## config.mk

```make
export PLATFORM = sky130hd
export DESIGN_NAME = csu_duplex
export DESIGN_NICKNAME = d
export VERILOG_FILES = /design/src/rtl/csu_pkg.sv /design/src/rtl/csu_sckgen.sv /design/src/rtl/csu_shift.sv /design/src/rtl/csu_duplex.sv
export SDC_FILE = /design/constraint.sdc
export NUM_CORES = 1
export LEC_CHECK = 0
export BUFFER_PORTS_ARGS = -buffer_cell sky130_fd_sc_hd__buf_4
export CAP_MARGIN = 20
export CORE_AREA = 2 2 76 150
export DETAILED_ROUTE_END_ITERATION = 8
export DIE_AREA = 0 0 78 152
export PLACE_DENSITY = 0.62
export SLEW_MARGIN = 10
export SYNTH_ARGS = -nofsm -noshare
export SYNTH_HDL_FRONTEND = slang
export SYNTH_HIERARCHICAL = 1
export SYNTH_SLANG_ARGS = --single-unit
```

## constraint.sdc

```tcl
create_clock -name clk -period 9 [get_ports clk]
set_input_delay 1.35 -clock clk [delete_from_list [all_inputs] [get_ports clk]]
set_output_delay 1.35 -clock clk [all_outputs]
set_load 0.05 [all_outputs]
```

## src/rtl/csu_pkg.sv

```systemverilog
package csu_pkg;
   typedef enum logic {
      CSU_IDLE = 1'b0,
      CSU_RUN  = 1'b1
   } csu_state_e;
endpackage

```

## src/rtl/csu_sckgen.sv

```systemverilog
module csu_sckgen #(
   parameter int DIV_W = 8
) (
   input  logic             clk,
   input  logic             rst_n,
   input  logic             run,
   input  logic [DIV_W-1:0] half,
   output logic             tick
);
   logic [DIV_W-1:0] cnt_q;

   assign tick = run && (cnt_q == half - 1'b1);

   always_ff @(posedge clk or negedge rst_n) begin
      if (!rst_n)            cnt_q <= '0;
      else if (!run || tick) cnt_q <= '0;
      else                   cnt_q <= cnt_q + 1'b1;
   end
endmodule

```

## src/rtl/csu_shift.sv

```systemverilog
module csu_shift #(
   parameter int MAX_LEN = 16,
   parameter int LEN_W   = 5
) (
   input  logic               clk,
   input  logic               rst_n,
   input  logic               clr,
   input  logic               load,
   input  logic [MAX_LEN-1:0] load_val,
   input  logic               shift,
   input  logic               sample,
   input  logic               miso,
   input  logic [LEN_W-1:0]   len,
   output logic               tx_bit,
   output logic [MAX_LEN-1:0] rx_word
);
   logic [MAX_LEN-1:0] tx_sh_q;
   logic [MAX_LEN-1:0] rx_sh_q;
   logic [MAX_LEN-1:0] rx_next;
   logic [MAX_LEN-1:0] sel_mask;

   assign rx_next  = {rx_sh_q[MAX_LEN-2:0], miso};
   assign sel_mask = {{(MAX_LEN-1){1'b0}}, 1'b1} << (len - 1'b1);
   assign tx_bit   = |(tx_sh_q & sel_mask);

   // right alignment: bits at or above the frame length read as zero
   for (genvar i = 0; i < MAX_LEN; i++) begin : g_rx_mask
      assign rx_word[i] = rx_next[i] & (LEN_W'(i) < len);
   end

   always_ff @(posedge clk or negedge rst_n) begin
      if (!rst_n) begin
         tx_sh_q <= '0;
         rx_sh_q <= '0;
      end else if (clr) begin
         tx_sh_q <= '0;
         rx_sh_q <= '0;
      end else begin
         if (load)       tx_sh_q <= load_val;
         else if (shift) tx_sh_q <= tx_sh_q << 1;
         if (sample)     rx_sh_q <= rx_next;
      end
   end
endmodule

```

## src/rtl/csu_duplex.sv

```systemverilog
module csu_duplex #(
   parameter  int MIN_LEN = 8,
   parameter  int MAX_LEN = 16,
   parameter  int DIV_W   = 8,
   localparam int LEN_W   = $clog2(MAX_LEN + 1)
) (
   input  logic               clk,
   input  logic               rst_n,
   input  logic               soft_rst,
   input  logic               tx_en,
   input  logic               rx_en,
   input  logic [LEN_W-1:0]   frame_len,
   input  logic [DIV_W-1:0]   div_half,
   input  logic               tx_wr,
   input  logic [MAX_LEN-1:0] tx_wdata,
   input  logic               rx_rd,
   input  logic               ovr_clr,
   output logic [MAX_LEN-1:0] rx_rdata,
   output logic               tx_empty,
   output logic               tx_end,
   output logic               rx_full,
   output logic               overrun,
   output logic               sck,
   output logic               mosi,
   input  logic               miso
);
   import csu_pkg::*;

   if (MIN_LEN < 1 || MAX_LEN < MIN_LEN || MAX_LEN > 32) begin : g_bad_len
      $error("csu_duplex: frame length range is not legal");
   end
   if (DIV_W < 1) begin : g_bad_div
      $error("csu_duplex: divider width must be at least 1");
   end

   csu_state_e         state_q;
   logic               sck_q, cur_tx_q, nxt_tx_q;
   logic [LEN_W-1:0]   bitcnt_q, len_q, len_c;
   logic [DIV_W-1:0]   half_c;
   logic [MAX_LEN-1:0] tdr_q, rdr_q, rx_word;
   logic               run, tick, rise, fall, last, tx_bit;
   logic               go_tx, go_rx, start, end_f, reload;
   logic               rxf_eff, ovr_any, cont_tx, cont_rx;

   assign len_c  = (frame_len < LEN_W'(MIN_LEN)) ? LEN_W'(MIN_LEN) :
                   (frame_len > LEN_W'(MAX_LEN)) ? LEN_W'(MAX_LEN) : frame_len;
   assign half_c = (div_half == '0) ? DIV_W'(1) : div_half;

   assign run     = (state_q == CSU_RUN);
   assign rise    = tick & ~sck_q & ~soft_rst;
   assign fall    = tick &  sck_q & ~soft_rst;
   assign last    = (bitcnt_q == len_q - 1'b1);
   assign go_tx   = tx_en & ~tx_empty & ~overrun;
   assign go_rx   = rx_en & ~tx_en & ~overrun;
   assign start   = ~run & (go_tx | go_rx) & ~soft_rst;
   assign end_f   = rise & last;
   assign reload  = fall & last;
   assign rxf_eff = rx_full & ~rx_rd;
   assign ovr_any = overrun | (rx_en & rxf_eff);
   assign cont_tx = tx_en & ~tx_empty & ~ovr_any;
   assign cont_rx = rx_en & ~tx_en & ~ovr_any;

   csu_sckgen #(.DIV_W(DIV_W)) u_sckgen (
      .clk   (clk),
      .rst_n (rst_n),
      .run   (run),
      .half  (half_c),
      .tick  (tick)
   );

   csu_shift #(.MAX_LEN(MAX_LEN), .LEN_W(LEN_W)) u_shift (
      .clk      (clk),
      .rst_n    (rst_n),
      .clr      (soft_rst),
      .load     (start | reload),
      .load_val (((start & go_tx) | (reload & nxt_tx_q)) ? tdr_q : '0),
      .shift    (fall & ~last),
      .sample   (rise),
      .miso     (miso),
      .len      (len_q),
      .tx_bit   (tx_bit),
      .rx_word  (rx_word)
   );

   always_ff @(posedge clk or negedge rst_n) begin
      if (!rst_n) begin
         state_q  <= CSU_IDLE;
         sck_q    <= 1'b1;
         bitcnt_q <= '0;
         len_q    <= LEN_W'(MIN_LEN);
         cur_tx_q <= 1'b0;
         nxt_tx_q <= 1'b0;
         tdr_q    <= '0;
         rdr_q    <= '0;
         tx_empty <= 1'b1;
         tx_end   <= 1'b1;
         rx_full  <= 1'b0;
         overrun  <= 1'b0;
      end else if (soft_rst) begin
         state_q  <= CSU_IDLE;
         sck_q    <= 1'b1;
         bitcnt_q <= '0;
         cur_tx_q <= 1'b0;
         nxt_tx_q <= 1'b0;
         tx_empty <= 1'b1;
         tx_end   <= 1'b1;
         rx_full  <= 1'b0;
         overrun  <= 1'b0;
      end else begin
         if (rx_rd)   rx_full <= 1'b0;
         if (ovr_clr) overrun <= 1'b0;
         if (start) begin
            state_q  <= CSU_RUN;
            sck_q    <= 1'b0;
            bitcnt_q <= '0;
            len_q    <= len_c;
            cur_tx_q <= go_tx;
            if (go_tx) begin
               tx_empty <= 1'b1;
               tx_end   <= 1'b0;
            end
         end
         if (rise) begin
            sck_q <= 1'b1;
            if (end_f) begin
               if (rx_en) begin
                  if (rxf_eff) overrun <= 1'b1;
                  else begin
                     rdr_q   <= rx_word;
                     rx_full <= 1'b1;
                  end
               end
               if (tx_en & tx_empty) tx_end <= 1'b1;
               if (cont_tx | cont_rx) nxt_tx_q <= cont_tx;
               else                   state_q  <= CSU_IDLE;
            end
         end
         if (fall) begin
            sck_q <= 1'b0;
            if (last) begin
               bitcnt_q <= '0;
               len_q    <= len_c;
               cur_tx_q <= nxt_tx_q;
               if (nxt_tx_q) begin
                  tx_empty <= 1'b1;
                  tx_end   <= 1'b0;
               end
            end else begin
               bitcnt_q <= bitcnt_q + 1'b1;
            end
         end
         if (tx_wr) begin
            tdr_q    <= tx_wdata;
            tx_empty <= 1'b0;
            tx_end   <= 1'b0;
         end
      end
   end

   assign sck      = sck_q;
   assign mosi     = cur_tx_q ? tx_bit : 1'b1;
   assign rx_rdata = rdr_q;
endmodule

```

Yosys cells after proc, flatten, opt, wreduce, memory -nomap -nowiden
Index checks and enable logic that the tools add are counted.
W data, S select, Z words.
{ "totals": {"elab_cells": 170, "output_inout_bits": 22, "inputBits": 38, "regBits": 89} }
{ "op_classes": {"n_lt_le_gt_ge": 18, "muxes": 64, "bitwise_logic": 52, "eq_ne": 2, "reduce_logical": 14, "n_shift": 1, "add_sub_neg": 4} }
{ "op_table": {"columns": ["operator", "n"], "rows": [
  ["$mux W16", 4],
  ["$mux W1", 47],
  ["$mux W5", 9],
  ["$lt A4 B5 Y1 const A", 8],
  ["$and A1 B1 Y1", 36],
  ["$mux W15", 2],
  ["$lt A3 B5 Y1 const A", 4],
  ["$and A16 B16 Y16", 1],
  ["$mux W8", 2],
  ["$reduce_or A16 Y1", 1],
  ["$shl A1 B5 Y16 const A", 1],
  ["$lt A1 B5 Y1 const A", 2],
  ["$lt A2 B5 Y1 const A", 2],
  ["$not A1 Y1", 10],
  ["$add A8 B1 Y8 const B", 1],
  ["$eq A8 B8 Y1", 1],
  ["$logic_not A8 Y1", 1],
  ["$sub A8 B1 Y8 const B", 1],
  ["$reduce_bool A2 Y1", 3],
  ["$reduce_bool A3 Y1", 2],
  ["$add A5 B1 Y5 const B", 1],
  ["$eq A5 B5 Y1", 1],
  ["$gt A5 B5 Y1 const B", 1],
  ["$lt A5 B4 Y1 const B", 1],
  ["9 further kinds", 13]
]} }

Depth between registers and ports, before layout
Gate-level depths: netlist (run 1).
{ "logic_depth": {"depth_word": 15, "ltp_mapped": 18, "depth_no_buf": 15} }

Modules after synthesis
Netlist (run 1), hierarchy kept.
{ "by_module_without_submodules": {"columns": ["mod", "instances", "cells_per_inst", "seq_area_each_um2", "area_per_inst_um2"], "rows": [
  ["csu_duplex", 1, 206, 1256.2, 2422.3],
  ["csu_shift", 1, 191, 775.7, 1751.7],
  ["csu_sckgen", 1, 77, 200.2, 701.9]
]} }

Least setup slack after synthesis (run 1)
No wires, ideal clock.
{ "synth_timing": {"kind": "in2reg", "start": "input div_half[4]", "end": "register u_shift.tx_sh_q[8]", "cell_stages": 18, "t_required_ps": 8868, "n_path_buf": 3, "arrival_time_ps": 4554, "path_slack_ps": 4314, "setup_ps": 132, "path_cell_list": "nor4_1 a21o_1 inv_1 ha_1 clkbuf_2 nand2b_1 nand3_1 o21ai_1 a2111oi_4 and3_1 nand2_1 nor3_1 buf_2 buf_2 mux2i_1 nor2_1 a21oi_1 nor2_1"} }
{ "synth_via": {"elab_chain_cells": 13, "elab_cells_between_ends": 16, "cone_classes": "add/sub: 1; eq/ne: 1; mux: 4; bitwise: 7; reduce/logical: 3"} }
{ "synth_rtl": {"columns": ["element", "line_no", "source"], "rows": [
  ["start, declared", "csu_duplex.sv:13", "input logic [DIV_W-1:0] div_half,"],
  ["$logic_not A8 Y1 *", "csu_duplex.sv:47", "assign half_c = (div_half == '0) ? DIV_W'(1) : div_half;"],
  ["$mux W8 *", "csu_duplex.sv:47", null],
  ["via half_c[0]", "csu_duplex.sv:39", "logic [DIV_W-1:0] half_c;"],
  ["$sub A8 B1 Y8 *", "csu_sckgen.sv:12", "assign tick = run && (cnt_q == half - 1'b1);"],
  ["$eq A8 B8 Y1 *", "csu_sckgen.sv:12", null],
  ["$logic_and A1 B1 Y1 *", "csu_sckgen.sv:12", null],
  ["via tick", "csu_duplex.sv:41", "logic run, tick, rise, fall, last, tx_bit;"],
  ["$and A1 B1 Y1 * (2 in a row)", "csu_duplex.sv:51", "assign fall = tick & sck_q & ~soft_rst;"],
  ["$and A1 B1 Y1", "csu_duplex.sv:57", "assign reload = fall & last;"],
  ["$and A1 B1 Y1", "csu_duplex.sv:76", ".load_val (((start & go_tx) | (reload & nxt_tx_q)) ? tdr_q : '0),"],
  ["$or A1 B1 Y1", "csu_duplex.sv:76", null],
  ["$mux W16", "csu_duplex.sv:76", null],
  ["$mux W16", "csu_shift.sv:39", "if (load) tx_sh_q <= load_val;"],
  ["$mux W16", "csu_shift.sv:35", "end else if (clr) begin"],
  ["end signal, assigned", "csu_shift.sv:39", null],
  ["end signal, assigned", "csu_shift.sv:40", "else if (shift) tx_sh_q <= tx_sh_q << 1;"],
  ["end, declared", "csu_shift.sv:17", "logic [MAX_LEN-1:0] tx_sh_q;"]
]} }
Mark *: on every way through the listed nets, which the timed path passes. The rest lies on a longest branch.
A chain may end at the register's enable or synchronous reset.

Final worst setup path (run 1)
{ "layout_timing": {"start": "input div_half[4]", "end": "register rdr_q[7] (netlist: rx_rdata[7])"} }
{ "layout_via": {"elab_chain_cells": 9} }
{ "layout_rtl": {"columns": ["element", "line_no", "source"], "rows": [
  ["$logic_not A8 Y1 *", "csu_duplex.sv:47", null],
  ["$mux W8 *", "csu_duplex.sv:47", null],
  ["via half_c[0]", "csu_duplex.sv:39", null],
  ["$sub A8 B1 Y8 *", "csu_sckgen.sv:12", null],
  ["$eq A8 B8 Y1 *", "csu_sckgen.sv:12", null],
  ["$logic_and A1 B1 Y1 *", "csu_sckgen.sv:12", null],
  ["via tick", "csu_duplex.sv:41", null],
  ["$and A1 B1 Y1 * (2 in a row)", "csu_duplex.sv:50", "assign rise = tick & ~sck_q & ~soft_rst;"],
  ["via rise", "csu_duplex.sv:41", null],
  ["$and A1 B1 Y1", "csu_duplex.sv:56", "assign end_f = rise & last;"],
  ["$reduce_and A5 Y1 (no source line) *", null, null],
  ["end signal, assigned", "csu_duplex.sv:129", "rdr_q <= rx_word;"],
  ["end, declared", "csu_duplex.sv:40", "logic [MAX_LEN-1:0] tdr_q, rdr_q, rx_word;"]
]} }
Marks and branches as above.

==> results of run 1 <==
-- state kept, by name, summed over array words and instances (netlist names), 5 cells and up --
name	flops
rx_rdata	16
tdr_q	16
u_shift/tx_sh_q	16
u_shift/rx_sh_q	15
u_sckgen/cnt_q	8
bitcnt_q	5
len_q	5
-- power breakdown --
group	internal, W	switching (W)
combinational	0.0000546	0.0000656
sequential	0.000420	0.0000315
clock	0.000246	0.000160
total	0.000720	0.000257
-- cell usage after synthesis (8+ instances only) --
cell	instances	area, um^2
a21oi_1	35	175
dfrtp_1	85	2130
mux2_2	35	394
mux2i_1	39	390
xnor2_1	12	105
nand2b_1	8	50.1
xor2_1	10	87.6
clkbuf_1	20	75.1
inv_1	9	33.8
buf_2	8	40.0
and2b_1	13	97.6
nor2_1	66	248
nor2b_1	12	75.1
nand3b_1	8	60.1
nand2_1	17	63.8
nand3_1	12	60.1
nor3_1	9	45.0
-- layer usage --
layer / vias to the layer above / track usage (%)
li1: 1729 / -
met1: 1754 / 19.9
met2: 65 / 37.7
met3: 25 / 2.73
met4: 0 / 9.52
met5: - / 0
-- per-stage QoR --
step / setup slack, ns / hold WS (ns) / std cells / util, %
after floorplan: 4.31 / 0.473 / 474 / -
after global placement: 3.75 / 0.483 / 646 / 49.9
after detailed placement: 3.54 / 0.489 / 646 / 49.9
after CTS: 3.89 / 0.504 / 662 / 52.9
after global routing: 3.62 / 0.515 / 662 / 52.9
final: 3.89 / 0.498 / 662 / 52.9
-- cells by family (layout without fill, tap and decap cells) --
| kind of cell | Yosys count | in the layout | share of synthesized area [%] |
|---|---|---|---|
| muxes | 75 | 75 | 16.6 |
| AOI/OAI and AO/OA | 74 | 74 | 10.6 |
| adders and majority gates | 4 | 4 | 1.03 |
| DFF | 89 | 89 | 45.8 |
| buffers and inverters | 42 | 90 | 3.77 |
| and+or+nand+nor | 166 | 166 | 17.7 |
| xor gates and xnor gates | 24 | 24 | 4.62 |
-- final cells by class --
class,count,area (um^2),share of cell area [%]
multi-input cells,343,2460,43.1
flip-flops and latches,89,2230,39.0
repair buffers,65,488,8.53
clock buffers,9,225,3.94
well taps,140,175,3.06
clock inverters,7,101,1.77
inverters,9,33.8,0.591
-- worst max-delay path: cells and delay by family --
kind / cells / cell delay [ns]
buf+inv: 3 / 0.47
simple gates: 7 / 1.85
mux: 1 / 0.41
compound gates: 3 / 0.93
fa+ha+maj: 1 / 0.29
-- how the worst max path moves through the flow --
stage | slack, ns | cells past startpoint | end
finish | 3.89 | 15 | rx_rdata[7]$_DFFE_PN0P_
global route | 3.62 | 15 | rx_rdata[9]$_DFFE_PN0P_
CTS | 3.89 | 15 | rx_rdata[9]$_DFFE_PN0P_
detailed placement | 3.54 | 15 | rx_rdata[13]$_DFFE_PN0P_
global placement | 3.75 | 15 | rx_rdata[10]$_DFFE_PN0P_
floorplan | 4.31 | 18 | u_shift/tx_sh_q[8]$_DFFE_PN0P_
==> impl_metrics.yaml, run 1 <==
logic_synthesis:
  ys.warnings.count: 6
  ys_seq_area_share_pct: 45.8
  async_flop_share_pct: 100
  synth.avg_cell_area_um2: 10.3
  syn_nets: 516
  ys_dominant_reg_cell: "dfrtp_1"
  synth.distinct_cells: 57
  synth_cells: 474
  synth_edf_count: 0
  synthesis.area_mm2: 0.00488
  synth_seq_cells: 89
placement:
  placed_cell_area_mm2: 0.00539
  gp_congestion: 0.773
  portBuffers: 59
  hpwl_um: 8130
outcome:
  status: "finished clean"
cts:
  postCtsSetupBuffers: 0
  holdBufCountCts: 0
  cts_htree_levels: 3
  cts_buffer_depth: 2
  cts_buffers: 9
  cts-root-buf: "clkbuf_16"
  cts_resized: 0
  cts_tree: "done"
  path_clk_slew_ns: 0.07
  clk_latency_ns: 0.34
  cts_sinks: 89
sta:
  maxSlewViolCount: 0
  fmaxAchievable_mhz: 196
  slew_headroom_pct: 40.4
  clock_skew_ns: 0.00659
  hold_violations: 0
  final.setup.tns_ns: 0
  rsz0062_at_grt: "no"
  finalSetupViolCount: 0
  fin_crit_sh_pct: 56.7
  period_minus_slack_ns: 5.11
  worst_slew_pin_slew_ns: 0.893
critical_path:
  max_stage_delay_ns: 0.67
  arrival_ns: 5.33
  reg2reg_slack_ns: 5.39
  crit_start: "div_half[4]"
  crit-reg2reg-capture: "rx_rdata[7]$_DFFE_PN0P_"
  startpoint_type: "input pin"
  rr_startpoint: "len_q[0]$_DFFE_PN0N_"
  rr_worst_depth: 7
  critPathSlowestCell: "and4_1"
  crit_path_cell_trace: "buf_4 > nor4_1 > a21o_1 > inv_1 > ha_1 > nand2b_1 > nand3_1 > o21ai_1 > a2111oi_4 > and3_1 > nand2b_1 > nor2_1 > buf_4 > and4_1 > mux2_2"
  worstSetupPathType: "in -> reg"
  critPathMaxFanout: 16
  endpoint_kind: "flip-flop"
  crit_required_ns: 9.23
grt:
  grt_antenna_before_repair: 0
  grt_pass1_vias: 3757
  grt_max_degree: 56
  grt.overflow.total: 0
  grt_pass1_wl_um: 18500
  grtUsageTotal_pct: 19.6
layout:
  layout_common_cells: "85 x dfrtp_1, 66 x nor2_1, 65 x buf_4"
  area_growth_pct: 17.3
  num_antenna_cells: 0
  fillers: 1024
  drive_above_1_share_pct: 25.7
  nets: 559
  fin_area_mm2: 0.00572
  final_common_cell: "dfrtp_1"
drt:
  route.met3.wl_um: 318
  wl_um: 11200
  dr.pass1.iters: 4
  drtIter0Drc: 150
  vias: 3573
  via_per_inst: 5.40
  met1_length_um: 4030
  drc: 0
  highest_layer: "met4"
  wl_per_cell_um: 16.9
  wl_met2_um: 6440
  ant_nets: 0
power:
  ir_drop_mv: 0.122
  cellPowerDensity_mw_per_mm2: 171
  p_leak_nw: 2.56
  total_power_w: 0.000977
floorplan:
  die-area_mm2: 0.0119
  num_rows: 54
  pin_count: 60
  die_h_um: 152
  start_util_pct: 45.1
  core_mm2: 0.0108
  die_x_um: 78
hold_path:
  hp-start: "tdr_q[5]$_DFFE_PN0P_"
  holdCritPathClass: "reg -> reg"
  min_to: "tdr_q[5]$_DFFE_PN0P_"
  hold_path_depth: 1
job:
  maxCapViolCount: 0
No activity file was read; power rests on OpenSTA's default activity.
==> run 2, diff against run 1 <==
--- a/config.mk
+++ b/config.mk
@@ -10,7 +10,7 @@
 export CORE_AREA = 2 2 76 150
 export DETAILED_ROUTE_END_ITERATION = 8
 export DIE_AREA = 0 0 78 152
-export PLACE_DENSITY = 0.62
+export PLACE_DENSITY = 0.64
 export SLEW_MARGIN = 10
 export SYNTH_ARGS = -nofsm -noshare
 export SYNTH_HDL_FRONTEND = slang
==> constraint.sdc (replaced) <==
create_clock -name clk -period 4.5 [get_ports clk]
set_input_delay 0.675 -clock clk [delete_from_list [all_inputs] [get_ports clk]]
set_output_delay 0.675 -clock clk [all_outputs]
set_load 0.05 [all_outputs]
==> impl_metrics.yaml, run 2 (synthesis gave the netlist of run 1 again) <==
outcome:
  status: "finished clean"
sta:
  slew_headroom_pct: 46.5
  final.setup.tns_ns: 0
  clock_skew_ns: 0.00581
  fmaxAchievable_mhz: 276
  fin_crit_sh_pct: 80.6
  period_minus_slack_ns: 3.63
  setup_ws_ns: 0.872
  rsz0062_at_grt: "no"
  hold_violations: 0
  maxSlewViolCount: 0
  finalSetupViolCount: 0
  worst_slew_pin_slew_ns: 0.803
floorplan:
  num_rows: 54
  die-area_mm2: 0.0119
  core_mm2: 0.0108
  start_util_pct: 45.1
  die_h_um: 152
  die_x_um: 78
  pin_count: 60
drt:
  ant_nets: 0
  dr.pass1.iters: 4
  drtIter0Drc: 219
  wl_um: 10400
  wl_per_cell_um: 15.7
  drc: 0
  vias: 3584
  via_per_inst: 5.38
layout:
  final_common_cell: "dfrtp_1"
  fillers: 998
  finalNonFillerCells: 666
  postLayoutCoreUtil_pct: 53.6
  layout_common_cells: "85 x dfrtp_1, 68 x buf_4, 66 x nor2_1"
  num_antenna_cells: 0
  area_growth_pct: 18.7
  nets: 563
  drive_above_1_share_pct: 26.2
critical_path:
  critPathMaxFanout: 16
  startpoint_type: "input pin"
  worstSetupPathType: "in -> reg"
  arrival_ns: 3.85
  cpMostUsedCell: "buf_4"
  crit_buf_inv: 3
  critPathSlowestCell: "mux2_2"
  critPathTopFamily: "compound AO/OA/AOI/OAI gates"
  max_stage_delay_ns: 0.36
  crit_path_cell_trace: "buf_4 > nor4_1 > a21o_1 > inv_1 > ha_1 > o21bai_1 > a211oi_1 > a211oi_2 > o22ai_4 > and3_1 > nand2b_1 > nor2_1 > and4_1 > buf_4 > mux2_2"
  endpoint_kind: "flip-flop"
  crit_required_ns: 4.72
grt:
  grtUsageTotal_pct: 18.6
  grt.overflow.total: 0
  grt_pass1_wl_um: 17700
  grt_max_degree: 63
  grt_pass1_vias: 3734
  grt_antenna_before_repair: 0
cts:
  cts_resized: 0
  cts_htree_levels: 3
  cts_buffers: 9
  cts_sinks: 89
  postCtsSetupBuffers: 0
  clk_latency_ns: 0.34
  cts_buffer_depth: 2
  holdBufCountCts: 0
  path_clk_slew_ns: 0.07
  cts_tree: "done"
  cts-root-buf: "clkbuf_16"
power:
  cellPowerDensity_mw_per_mm2: 348
  total_power_w: 0.00202
  p_leak_nw: 2.60
  ir_drop_mv: 0.234
placement:
  post-place-cells: 650
  gp_congestion: 0.786
  dp_slack_ns: 0.524
  hpwl_um: 7500
  portBuffers: 59
hold_path:
  holdCritPathClass: "in -> async"
job:
  maxCapViolCount: 0
run 2: changes by cell type in the layout (fill, tap and decap cells not counted), sizes merged:
cell / before / now
clkbuf: 9 / 10
bufinv: 2 / 3
clkinv: 1 / 0
buf: 65 / 69
inv: 11 / 10
run 2: path summary, 6_finish.rpt:
path,startpoint,to,slack [ns],depth (start not counted)
setup reg to reg,len_q[0]$_DFFE_PN0N_,rx_rdata[11]$_DFFE_PN0P_,1.47,9
max in group asynchronous,rst_n,tx_empty$_DFF_PN1_,3.14,2
min in group clk,frame_len[4],len_q[3]$_DFFE_PN1N_,0.49,2
setup / recovery,div_half[4],rx_rdata[11]$_DFFE_PN0P_,0.87,15
hold reg to reg,tdr_q[11]$_DFFE_PN0P_,tdr_q[11]$_DFFE_PN0P_,0.50,1
hold / removal,rst_n,rx_rdata[5]$_DFFE_PN0P_,0.40,1
run 2: power by group:
part	total (W)	internal, W	leakage (nW)	switching [W]
Clock	0.000872	0.000560	0.165	0.000313
Sequential	0.000905	0.000840	1.19	0.0000653
Combinational	0.000240	0.000111	1.25	0.000129
run 2: metal layers:
metal / GRT usage [%] / vias up / part of all wire (%)
met5: 0 / - / 0
met4: 8.52 / 0 / 3.2
met3: 3.15 / 26 / 3.2
met2: 33.0 / 80 / 55
met1: 21.5 / 1741 / 39
li1: - / 1737 / -
run 2: final cells by class:
cell class / count / area (um^2) / share of cell area [%]
multi-input combinational: 343 / 2460 / 42.6
clock inverter: 6 / 114 / 1.97
sequential: 89 / 2230 / 38.6
clock buffer: 10 / 239 / 4.13
tap: 140 / 175 / 3.03
timing repair buffer: 69 / 531 / 9.16
inverter: 9 / 33.8 / 0.584
run 2: per-stage QoR:
| step | hold slack (ns) | cell area (um^2) |
|---|---|---|
| 4_1_cts | 0.435 | 5790 |
| 5_1_grt | 0.491 | 5790 |
| 2_1_floorplan | 0.379 | 4880 |
| 3_3_place_gp | 0.484 | 5440 |
| 6_report | 0.400 | 5790 |
| 3_5_place_dp | 0.487 | 5440 |
